`src/rtl/cmd_pkg.sv`:
```
package cmd_pkg;
  localparam int DEF_CMD_W = 8;
  localparam int DEF_SEL_W = 2;

  typedef enum logic [1:0] {
    EX_IDLE = 2'd0,
    EX_RUN  = 2'd1,
    EX_STOP = 2'd2
  } exec_state_t;
endpackage

```
`src/rtl/cmd_decode.sv`:
```
module cmd_decode #(
  parameter int CMD_W = cmd_pkg::DEF_CMD_W,
  parameter int SEL_W = cmd_pkg::DEF_SEL_W
) (
  input  logic [CMD_W-1:0]         cmd,
  output logic [(1<<SEL_W)-1:0]    unit_hot,
  output logic [CMD_W-SEL_W-1:0]   op,
  output logic                     is_nop,
  output logic                     is_unlimited
);
  localparam int NUM_UNITS = 1 << SEL_W;
  localparam int OP_W      = CMD_W - SEL_W;

  function automatic logic [NUM_UNITS-1:0] field_to_hot(input logic [SEL_W-1:0] f);
    logic [NUM_UNITS-1:0] h;
    h = '0;
    h[f] = 1'b1;
    return h;
  endfunction

  function automatic logic class_unlimited(input logic [OP_W-1:0] o);
    return o[OP_W-1];
  endfunction

  always_comb begin
    is_nop       = (cmd == '0);
    op           = cmd[OP_W-1:0];
    is_unlimited = class_unlimited(cmd[OP_W-1:0]);
    unit_hot     = is_nop ? '0 : field_to_hot(cmd[CMD_W-1:OP_W]);
  end

  always_comb begin
    assert (is_nop || $onehot(unit_hot)) else $error("AST_DECODE_HOT failed");
  end
endmodule

```
`src/rtl/cmd_host_reg.sv`:
```
module cmd_host_reg #(
  parameter int CMD_W = cmd_pkg::DEF_CMD_W
) (
  input  logic             clk,
  input  logic             rst_n,
  input  logic             wr_en,
  input  logic [CMD_W-1:0] wr_cmd,
  input  logic             stat_rd,
  input  logic             load_evt,
  output logic             pend,
  output logic [CMD_W-1:0] held_cmd,
  output logic             wr_ok,
  output logic             ovf
);
  logic accept_evt;
  logic reject_evt;
  logic pend_q;
  logic ovf_q;
  logic [CMD_W-1:0] cmd_q;

  assign accept_evt = wr_en & ~pend_q;
  assign reject_evt = wr_en &  pend_q;

  always_ff @(posedge clk or negedge rst_n) begin
    if (!rst_n) begin
      pend_q <= 1'b0;
      cmd_q  <= '0;
    end else if (accept_evt) begin
      pend_q <= 1'b1;
      cmd_q  <= wr_cmd;
    end else if (load_evt) begin
      pend_q <= 1'b0;
    end
  end

  always_ff @(posedge clk or negedge rst_n) begin
    if (!rst_n)          ovf_q <= 1'b0;
    else if (reject_evt) ovf_q <= 1'b1;
    else if (stat_rd)    ovf_q <= 1'b0;
  end

  assign pend     = pend_q;
  assign held_cmd = cmd_q;
  assign wr_ok    = ~pend_q;
  assign ovf      = ovf_q;

  AST_WRITE_BLOCKS: assert property (@(posedge clk) disable iff (!rst_n)
    accept_evt |=> !wr_ok);
  AST_OVERFLOW_SET: assert property (@(posedge clk) disable iff (!rst_n)
    reject_evt |=> ovf);
  AST_REJECT_KEEPS: assert property (@(posedge clk) disable iff (!rst_n)
    reject_evt |=> $stable(held_cmd));
  AST_LOAD_FREES: assert property (@(posedge clk) disable iff (!rst_n)
    load_evt |=> wr_ok);
  AST_LOAD_NEEDS_PEND: assert property (@(posedge clk) disable iff (!rst_n)
    load_evt |-> pend);
endmodule

```
`src/rtl/cmd_exec_ctrl.sv`:
```
module cmd_exec_ctrl
  import cmd_pkg::*;
#(
  parameter int CMD_W = DEF_CMD_W,
  parameter int SEL_W = DEF_SEL_W
) (
  input  logic                        clk,
  input  logic                        rst_n,
  input  logic                        pend,
  input  logic [CMD_W-1:0]            held_cmd,
  input  logic [(1<<SEL_W)-1:0]       unit_done,
  input  logic [(1<<SEL_W)-1:0]       unit_idle,
  output logic                        load_evt,
  output logic [CMD_W-1:0]            shadow,
  output logic [(1<<SEL_W)-1:0]       sel,
  output logic [(1<<SEL_W)-1:0]       stop,
  output logic                        start,
  output logic [CMD_W-SEL_W-1:0]      op
);
  localparam int NUM_UNITS = 1 << SEL_W;
  localparam int OP_W      = CMD_W - SEL_W;

  exec_state_t          st_q;
  logic [CMD_W-1:0]     shadow_q;
  logic [NUM_UNITS-1:0] sel_q;
  logic                 unl_q;
  logic                 start_q;

  logic [NUM_UNITS-1:0] in_hot;
  logic [OP_W-1:0]      in_op;
  logic                 in_nop;
  logic                 in_unl;

  logic done_hit;
  logic idle_hit;
  logic finish_evt;
  logic preempt_evt;

  cmd_decode #(.CMD_W(CMD_W), .SEL_W(SEL_W)) u_dec (
    .cmd          (held_cmd),
    .unit_hot     (in_hot),
    .op           (in_op),
    .is_nop       (in_nop),
    .is_unlimited (in_unl)
  );

  assign done_hit    = |(unit_done & sel_q);
  assign idle_hit    = |(unit_idle & sel_q);
  assign finish_evt  = (st_q == EX_RUN) && !unl_q && done_hit;
  assign preempt_evt = (st_q == EX_RUN) && unl_q && pend;
  assign load_evt    = pend && ((st_q == EX_IDLE) || finish_evt ||
                                ((st_q == EX_STOP) && idle_hit));

  always_ff @(posedge clk or negedge rst_n) begin
    if (!rst_n) begin
      st_q     <= EX_IDLE;
      shadow_q <= '0;
      sel_q    <= '0;
      unl_q    <= 1'b0;
      start_q  <= 1'b0;
    end else begin
      start_q <= 1'b0;
      if (load_evt) begin
        shadow_q <= held_cmd;
        sel_q    <= in_hot;
        unl_q    <= in_unl;
        st_q     <= in_nop ? EX_IDLE : EX_RUN;
        start_q  <= ~in_nop;
      end else if (finish_evt) begin
        shadow_q <= '0;
        sel_q    <= '0;
        unl_q    <= 1'b0;
        st_q     <= EX_IDLE;
      end else if (preempt_evt) begin
        st_q <= EX_STOP;
      end
    end
  end

  assign shadow = shadow_q;
  assign sel    = sel_q;
  assign stop   = (st_q == EX_STOP) ? sel_q : '0;
  assign start  = start_q;
  assign op     = shadow_q[OP_W-1:0];

  AST_SEL_ONEHOT: assert property (@(posedge clk) disable iff (!rst_n)
    $onehot0(sel));
  AST_STOP_HOLDS: assert property (@(posedge clk) disable iff (!rst_n)
    (|stop && !load_evt) |=> |stop);
  AST_START_PULSE: assert property (@(posedge clk) disable iff (!rst_n)
    start |=> !start);
  AST_DONE_ENDS: assert property (@(posedge clk) disable iff (!rst_n)
    (finish_evt && !pend) |=> (shadow == '0));
  AST_UNLIMITED_NO_DONE: assert property (@(posedge clk) disable iff (!rst_n)
    ((st_q == EX_RUN) && unl_q && !pend) |=> $stable(shadow));
endmodule

```
`src/rtl/cmd_dispatch.sv`:
```
module cmd_dispatch #(
  parameter int CMD_W = cmd_pkg::DEF_CMD_W,
  parameter int SEL_W = cmd_pkg::DEF_SEL_W
) (
  input  logic                        clk,
  input  logic                        rst_n,
  input  logic                        host_wr,
  input  logic [CMD_W-1:0]            host_cmd,
  input  logic                        host_stat_rd,
  output logic                        cmd_wr_ok,
  output logic                        cmd_overflow,
  output logic [CMD_W-1:0]            dbg_cmd,
  output logic [(1<<SEL_W)-1:0]       unit_sel,
  output logic [CMD_W-SEL_W-1:0]      unit_op,
  output logic                        unit_start,
  output logic [(1<<SEL_W)-1:0]       unit_stop,
  input  logic [(1<<SEL_W)-1:0]       unit_done,
  input  logic [(1<<SEL_W)-1:0]       unit_idle
);
  logic             pend;
  logic [CMD_W-1:0] held_cmd;
  logic             load_evt;

  cmd_host_reg #(.CMD_W(CMD_W)) u_host (
    .clk      (clk),
    .rst_n    (rst_n),
    .wr_en    (host_wr),
    .wr_cmd   (host_cmd),
    .stat_rd  (host_stat_rd),
    .load_evt (load_evt),
    .pend     (pend),
    .held_cmd (held_cmd),
    .wr_ok    (cmd_wr_ok),
    .ovf      (cmd_overflow)
  );

  cmd_exec_ctrl #(.CMD_W(CMD_W), .SEL_W(SEL_W)) u_exec (
    .clk       (clk),
    .rst_n     (rst_n),
    .pend      (pend),
    .held_cmd  (held_cmd),
    .unit_done (unit_done),
    .unit_idle (unit_idle),
    .load_evt  (load_evt),
    .shadow    (dbg_cmd),
    .sel       (unit_sel),
    .stop      (unit_stop),
    .start     (unit_start),
    .op        (unit_op)
  );

  AST_DBG_SEL_MATCH: assert property (@(posedge clk) disable iff (!rst_n)
    (dbg_cmd == '0) |-> (unit_sel == '0));
endmodule

```
`config.mk`:
```
export PLATFORM = sky130hd
export DESIGN_NAME = cmd_dispatch
export DESIGN_NICKNAME = d
export VERILOG_FILES = /design/src/rtl/cmd_pkg.sv /design/src/rtl/cmd_decode.sv /design/src/rtl/cmd_host_reg.sv /design/src/rtl/cmd_exec_ctrl.sv /design/src/rtl/cmd_dispatch.sv
export SDC_FILE = /design/constraint.sdc
export NUM_CORES = 1
export LEC_CHECK = 0
export ABC_AREA = 0
export BUFFER_PORTS_ARGS = -buffer_cell sky130_fd_sc_hd__buf_2
export CAP_MARGIN = 10
export CORE_MARGIN = 2
export CORE_UTILIZATION = 42
export DETAILED_ROUTE_END_ITERATION = 6
export PLACE_DENSITY = 0.81
export SLEW_MARGIN = 20
export SYNTH_ARGS = -nofsm -noshare
export SYNTH_HDL_FRONTEND = slang
export SYNTH_SLANG_ARGS = --single-unit
```
`constraint.sdc`:
```
create_clock -name clk -period 1.7 [get_ports clk]
set_input_delay 0.255 -clock clk [delete_from_list [all_inputs] [get_ports clk]]
set_output_delay 0.255 -clock clk [all_outputs]
set_load 0.02 [all_outputs]
```
==> impl_metrics.toml, run 1 <==
[final_layout]
insertedDiodeCount = 0
stdcell_area_sq_um = 1500
nets = 168
area_growth_pct = 32.3
drive_gt1_share_pct = 53.1
final_cells = 177

[die]
dieArea_sq_um = 3130
start_util_pct = 44.9
die_x_um = 55.9
core_area_sq_um = 2520
io_pins = 45
fp.dieH_um = 55.9
num_rows = 18

[setup_path]
worstSetupPathType = "register to register"
critPathMaxStageDelay_ns = 0.41
end_kind = "register"
critical_path.top_delay_family = "compound AO/OA/AOI/OAI gates"
crit_chain = "buf_4 -> a22oi_2 -> a2111oi_4 -> or2_4 -> a32o_1"
arrival_ns = 1.86
crit_buf_inv = 1
crit_path_top_delay_cell = "dfrtp_1"
critPathLaunchType = "register"
critPathMaxFanout = 10
required_ns = 1.92

[sta]
fin_skew_ns = 0.00168
slew_headroom_pct = 62.0
hold-worst-slack_ns = 0.106
tightest_slew_ns = 0.570
setup_viol = 0
maxSlewViolCount = 0
max_freq_ghz = 0.607
fin_crit_ns = 1.65
finalCritPeriodShare_pct = 96.8
hold_violations = 0

[pwr]
clkPwrFrac_pct = 22.3
power_mw = 1.17
power_density_nw_per_um2 = 779
ir_worst_vdd_mv = 0.528
switchingPower_mw = 0.313
leakage_nw = 0.778
seqPwrFrac_pct = 64.7
sw_frac_of_total_pct = 26.8
internal_power_mw = 0.854
combinationalPowerShare_pct = 13.0

[yosys]
synth_nets = 116
yosys.cell_types.count = 27
ys_ff_latch = 25
synth.area.top_cells = "dfrtp_1 (55%), mux2_2 (8.0%), a22o_1 (6.2%), buf_4 (4.6%), o2bb2ai_1 (2.3%)"
synth.largest_area_cell = "dfrtp_1"
yosys.area.top_type_share_pct = 55.2
synth-seq-area-share_pct = 55.2
yosys_warnings = 0
netlist_instances = 96
syn_area_sq_um = 1130
syn_area_per_cell_sq_um = 11.8

[detailed_routing]
route.vias.total = 938
drt_iter0_drc = 14
wirelength_um = 2730
postRouteAntennaNets = 0
wl_per_cell_um = 15.4
drcViolationCount = 0
dr.pass1.iters = 4
via_per_inst = 5.30

[clocking]
clock-sinks = 25
clk_pin_slew_worst_paths_ns = 0.13
cts-htree-levels = 1
cts_tree = "done"
numCtsBuffers = 3
cts_max_path_buffers = 2
clk_latency_ns = 0.31
root_buffer = "clkbuf_4"

[global_route]
use_met3_pct = 3.72
grt-ovfl-total = 0
grt_util_met2_pct = 27.9
met1_usage_pct = 24.1
top_usage_layer = "met2"
grt_max_degree = 26
grt_pass1_wl_um = 4370
gr-usage-all-layers_pct = 17.4
antenna_found_initial = 0
first_global_vias = 920

[placed_design]
gp_congestion = 0.818
placed_area_sq_um = 1380
port_buffers = 44
dp.cells = 168
hpwl_um = 1880

[worst_hold_path]
hold_path.class = "primary input to register"

[status]
outcome = "completed"

[job]
drv_cap = 0
stage by stage:
stage          setup slack [ns]  utilization (%)  TNS [ns]
4_1_cts                  0.0313             56.8         0
2_1_floorplan           -0.0594                -    -0.482
3_3_place_gp            -0.0711             54.8    -0.507
3_5_place_dp             -0.215             54.8     -2.04
6_report                 0.0537             59.4         0
5_1_grt                -0.00279             59.4  -0.00475
layer usage:
metal / up-vias / wire (um)
met1: 449 / 1170
li1: 444 / -
met2: 40 / 1360
met5: - / 0
met3: 5 / 153
met4: 0 / 48
synthesized netlist by cell type:
| library cell | n |
|---|---|
| mux2_2 | 8 |
| buf_2 | 1 |
| dfrtp_1 | 25 |
| nor2b_1 | 2 |
| a31oi_1 | 1 |
| o21ai_0 | 4 |
| a32o_1 | 2 |
| a22o_1 | 8 |
| a211oi_1 | 1 |
| nor2_1 | 6 |
| a2111oi_2 | 1 |
| o2bb2ai_1 | 3 |
| or2_0 | 1 |
| a222oi_1 | 1 |
| a21oi_1 | 3 |
| nand2_1 | 5 |
| a22oi_1 | 2 |
| buf_6 | 1 |
| a21o_1 | 1 |
| and2_1 | 4 |
| nor4_1 | 1 |
| a21boi_0 | 1 |
| nor3_1 | 1 |
| buf_4 | 7 |
| inv_1 | 3 |
| clkbuf_1 | 2 |
| a211oi_2 | 1 |
power groups by stage:
stage / clock, mW / sequential, mW / combinational, mW
3_5_place_dp: 0 / 0.766 / 0.151
5_1_grt: 0.295 / 0.770 / 0.174
4_1_cts: 0.272 / 0.753 / 0.154
6_report: 0.260 / 0.755 / 0.152
2_1_floorplan: 0 / 0.746 / 0.0964
3_3_place_gp: 0 / 0.759 / 0.144
cells by family (layout without fill, tap and decap cells):
family          after synthesis  after routing  share of synthesized area, %
simple gates                 20             20                          8.51
compound gates               29             29                          20.6
buf+inv                      14             65                          7.73
flops                        25             25                          55.2
mux                           8              8                          7.96
state kept, by name, indices dropped and copies added (netlist names):
name             cells
u_host.pend          1
u_host.held_cmd      8
u_exec.sel           4
u_exec.start         1
u_exec.st_q          2
u_host.ovf           1
u_exec.shadow        8
path summary, 6_finish.rpt:
kind,start,to,slack [ns],depth (start not counted)
min in group asynchronous,rst_n,u_exec.start$_DFF_PN0_,0.45,2
setup / recovery,u_exec.sel[1]$_DFFE_PN0P_,u_exec.sel[3]$_DFFE_PN0P_,0.05,5
hold reg to reg,u_exec.shadow[7]$_DFFE_PN0P_,u_exec.shadow[7]$_DFFE_PN0P_,0.52,1
hold / removal,host_stat_rd,u_host.ovf$_DFFE_PN0P_,0.11,2
max in group asynchronous,rst_n,u_exec.sel[0]$_DFFE_PN0P_,0.85,2
setup reg to reg,u_exec.sel[1]$_DFFE_PN0P_,u_exec.sel[3]$_DFFE_PN0P_,0.05,5
layout make-up:
cell class / count / area [sq um]
clock buffers: 4 / 26.3
fillers: 227 / 1020
well taps: 30 / 37.5
inverters: 3 / 11.3
repair buffers: 58 / 332
multi-input cells: 57 / 463
flip-flops and latches: 25 / 628
cell usage in the layout, fill, tap and decap left out, drive strengths merged:
master,instances
and2,4
mux2,8
a21boi,1
a211oi,2
a22o,8
a21o,1
a32o,2
a22oi,2
nor2,6
nor4,1
clkbuf,4
inv,3
or2,1
a2111oi,1
buf,57
dfrtp,25
nor3,1
nor2b,2
a31oi,1
dlygate4sd3,1
nand2,5
a21oi,3
o2bb2ai,3
a222oi,1
o21ai,4
repair_timing:
item | CTS | global route
setup buffers | 1 | 2
endpoints found under the hold margin | 25 | 0
pin swaps | 1 | 2
hold buffers | 1 | 0
setup endpoints to repair | 12 | 17
gates cloned | 0 | 1
gates resized for setup | 3 | 11
Power figures use the tool's default switching activity.
==> run 2: changes to the inputs <==
--- a/config.mk
+++ b/config.mk
@@ -9,10 +9,11 @@
 export BUFFER_PORTS_ARGS = -buffer_cell sky130_fd_sc_hd__buf_2
 export CAP_MARGIN = 10
 export CORE_MARGIN = 2
-export CORE_UTILIZATION = 42
+export CORE_UTILIZATION = 44
 export DETAILED_ROUTE_END_ITERATION = 6
-export PLACE_DENSITY = 0.81
+export PLACE_DENSITY = 0.83
 export SLEW_MARGIN = 20
 export SYNTH_ARGS = -nofsm -noshare
 export SYNTH_HDL_FRONTEND = slang
+export SYNTH_HIERARCHICAL = 1
 export SYNTH_SLANG_ARGS = --single-unit
==> run 2 against run 1 <==
Net effect: clock skew increased by 0.011 ns; synthesized cell count is 2.1% lower; synthesized area is 7.8% higher; sequential share of layout area decreased by 0.49 points; final area up 5.0%; cell count down 1.7%; global-route usage decreased by 2.2 points; combinational power rose to 11 times the previous value.
==> impl_metrics.toml, run 2 <==
[status]
outcome = "completed"

[global_route]
gr-usage-all-layers_pct = 15.3
first_global_vias = 857
grt_max_degree = 27
grt-ovfl-total = 0
grt_pass1_wl_um = 3850
antenna_found_initial = 0

[final_layout]
insertedDiodeCount = 0
area_growth_pct = 28.8
nets = 164
mostFrequentLayoutCells = "buf_2 (44), dfrtp_1 (25), a22o_1 (12)"
drive_gt1_share_pct = 53.8
final_cells = 174
final_common_cell = "buf_2"

[clocking]
clk_pin_slew_worst_paths_ns = 0.15
clk_latency_ns = 0.32
root_buffer = "clkbuf_4"
cts-htree-levels = 1
cts_tree = "done"
numCtsBuffers = 3
clock-sinks = 26
cts_max_path_buffers = 2

[die]
fp.dieH_um = 56.7
dieArea_sq_um = 3210
core_area_sq_um = 2690
start_util_pct = 45.5
io_pins = 45
num_rows = 19
die_x_um = 56.7

[sta]
finalCritPeriodShare_pct = 98.5
slew_headroom_pct = 62.1
fin_skew_ns = 0.0123
maxSlewViolCount = 0
rsz0062_at_grt = "yes"
setup_viol = 0
tightest_slew_ns = 0.569
fin_crit_ns = 1.67
hold-worst-slack_ns = 0.124
hold_violations = 0
timing.final.ws_setup_ns = 0.0252
max_freq_ghz = 0.597

[detailed_routing]
drcViolationCount = 0
drt_iter0_drc = 25
postRouteAntennaNets = 0
wirelength_um = 2670
wl_per_cell_um = 15.3
dr.pass1.iters = 4
route.vias.total = 924
via_per_inst = 5.31

[yosys]
netlist_instances = 94
synth_nets = 114
syn_area_per_cell_sq_um = 13.0
syn_area_sq_um = 1220
yosys_warnings = 6

[setup_path]
worstSetupPathType = "register to register"
required_ns = 1.94
r2r_slack_ns = 0.03
end_kind = "register"
critPathLaunchType = "register"
critPathMaxFanout = 8
arrival_ns = 1.91

[pwr]
power_mw = 3.32
ir_worst_vdd_mv = 1.24
power_density_nw_per_um2 = 2110
leakage_nw = 0.817

[placed_design]
port_buffers = 44
hpwl_um = 1850
dp.cells = 162
gp_congestion = 0.825
post-place-ws_ns = -0.00207

[job]
drv_cap = 0

[worst_hold_path]
hold_path.class = "primary input to register"
run 2: timing repair:
action | in CTS | in global routing
endpoints found under the setup margin | 7 | 13
setup buffers | 0 | 6
hold endpoints to repair | 26 | 0
pin swaps | 0 | 16
hold buffers | 1 | 0
cloned | 0 | 1
resized for setup | 1 | 5
run 2: power breakdown:
| group | internal (mW) | switching, mW |
|---|---|---|
| combinational | 0.828 | 0.851 |
| clock | 0.238 | 0.183 |
| sequential | 0.909 | 0.315 |
run 2: critical path: stages, from the launching register on:
cell and delay (ns):
dfrtp_1 0.45, a222oi_1 0.40, a311oi_2 0.22, a21o_4 0.27, a22o_4 0.25
run 2: through the flow:
| step | area [sq um] | util, % | TNS, ns |
|---|---|---|---|
| finish | 1570 | 58.5 | 0 |
| global route | 1570 | 58.5 | -0.157 |
| CTS | 1490 | 55.3 | 0 |
| detailed placement | 1420 | 52.7 | -0.00207 |
| global placement | 1420 | 52.7 | 0 |
| floorplan | 1220 | - | 0 |
run 2: routing by layer:
layer  vias up  routed length, um  GRT usage, %
met1       444               1140          20.0
met4         0                 22          5.44
met5         -                  0             0
li1        432                  -             -
met2        44               1300          24.6
met3         4                198          3.69
run 2: layout make-up:
class                           count  area [sq um]
Clock buffer                        3          22.5
Clock inverter                      1          30.0
Fill cell                         233          1110
Multi-Input combinational cell     53           509
Timing Repair Buffer               54           298
Sequential cell                    26           652
Tap cell                           31          38.8
Inverter                            6          22.5
run 2: worst paths after layout:
path	start	endpoint	cells past startpoint
max in group asynchronous	rst_n	u_exec/st_q[1]$_DFFE_PN0P_	2
min in group asynchronous	rst_n	u_exec/shadow[0]$_DFFE_PN0P_	2
max	u_exec/sel[0]$_DFFE_PN0P_	u_exec/shadow[5]$_DFFE_PN0P_	4
min	host_stat_rd	u_host/ovf$_DFFE_PN0P_	2
max reg2reg	u_exec/sel[0]$_DFFE_PN0P_	u_exec/shadow[5]$_DFFE_PN0P_	4
min reg2reg	u_exec/shadow[7]$_DFFE_PN0P_	u_exec/shadow[7]$_DFFE_PN0P_	1
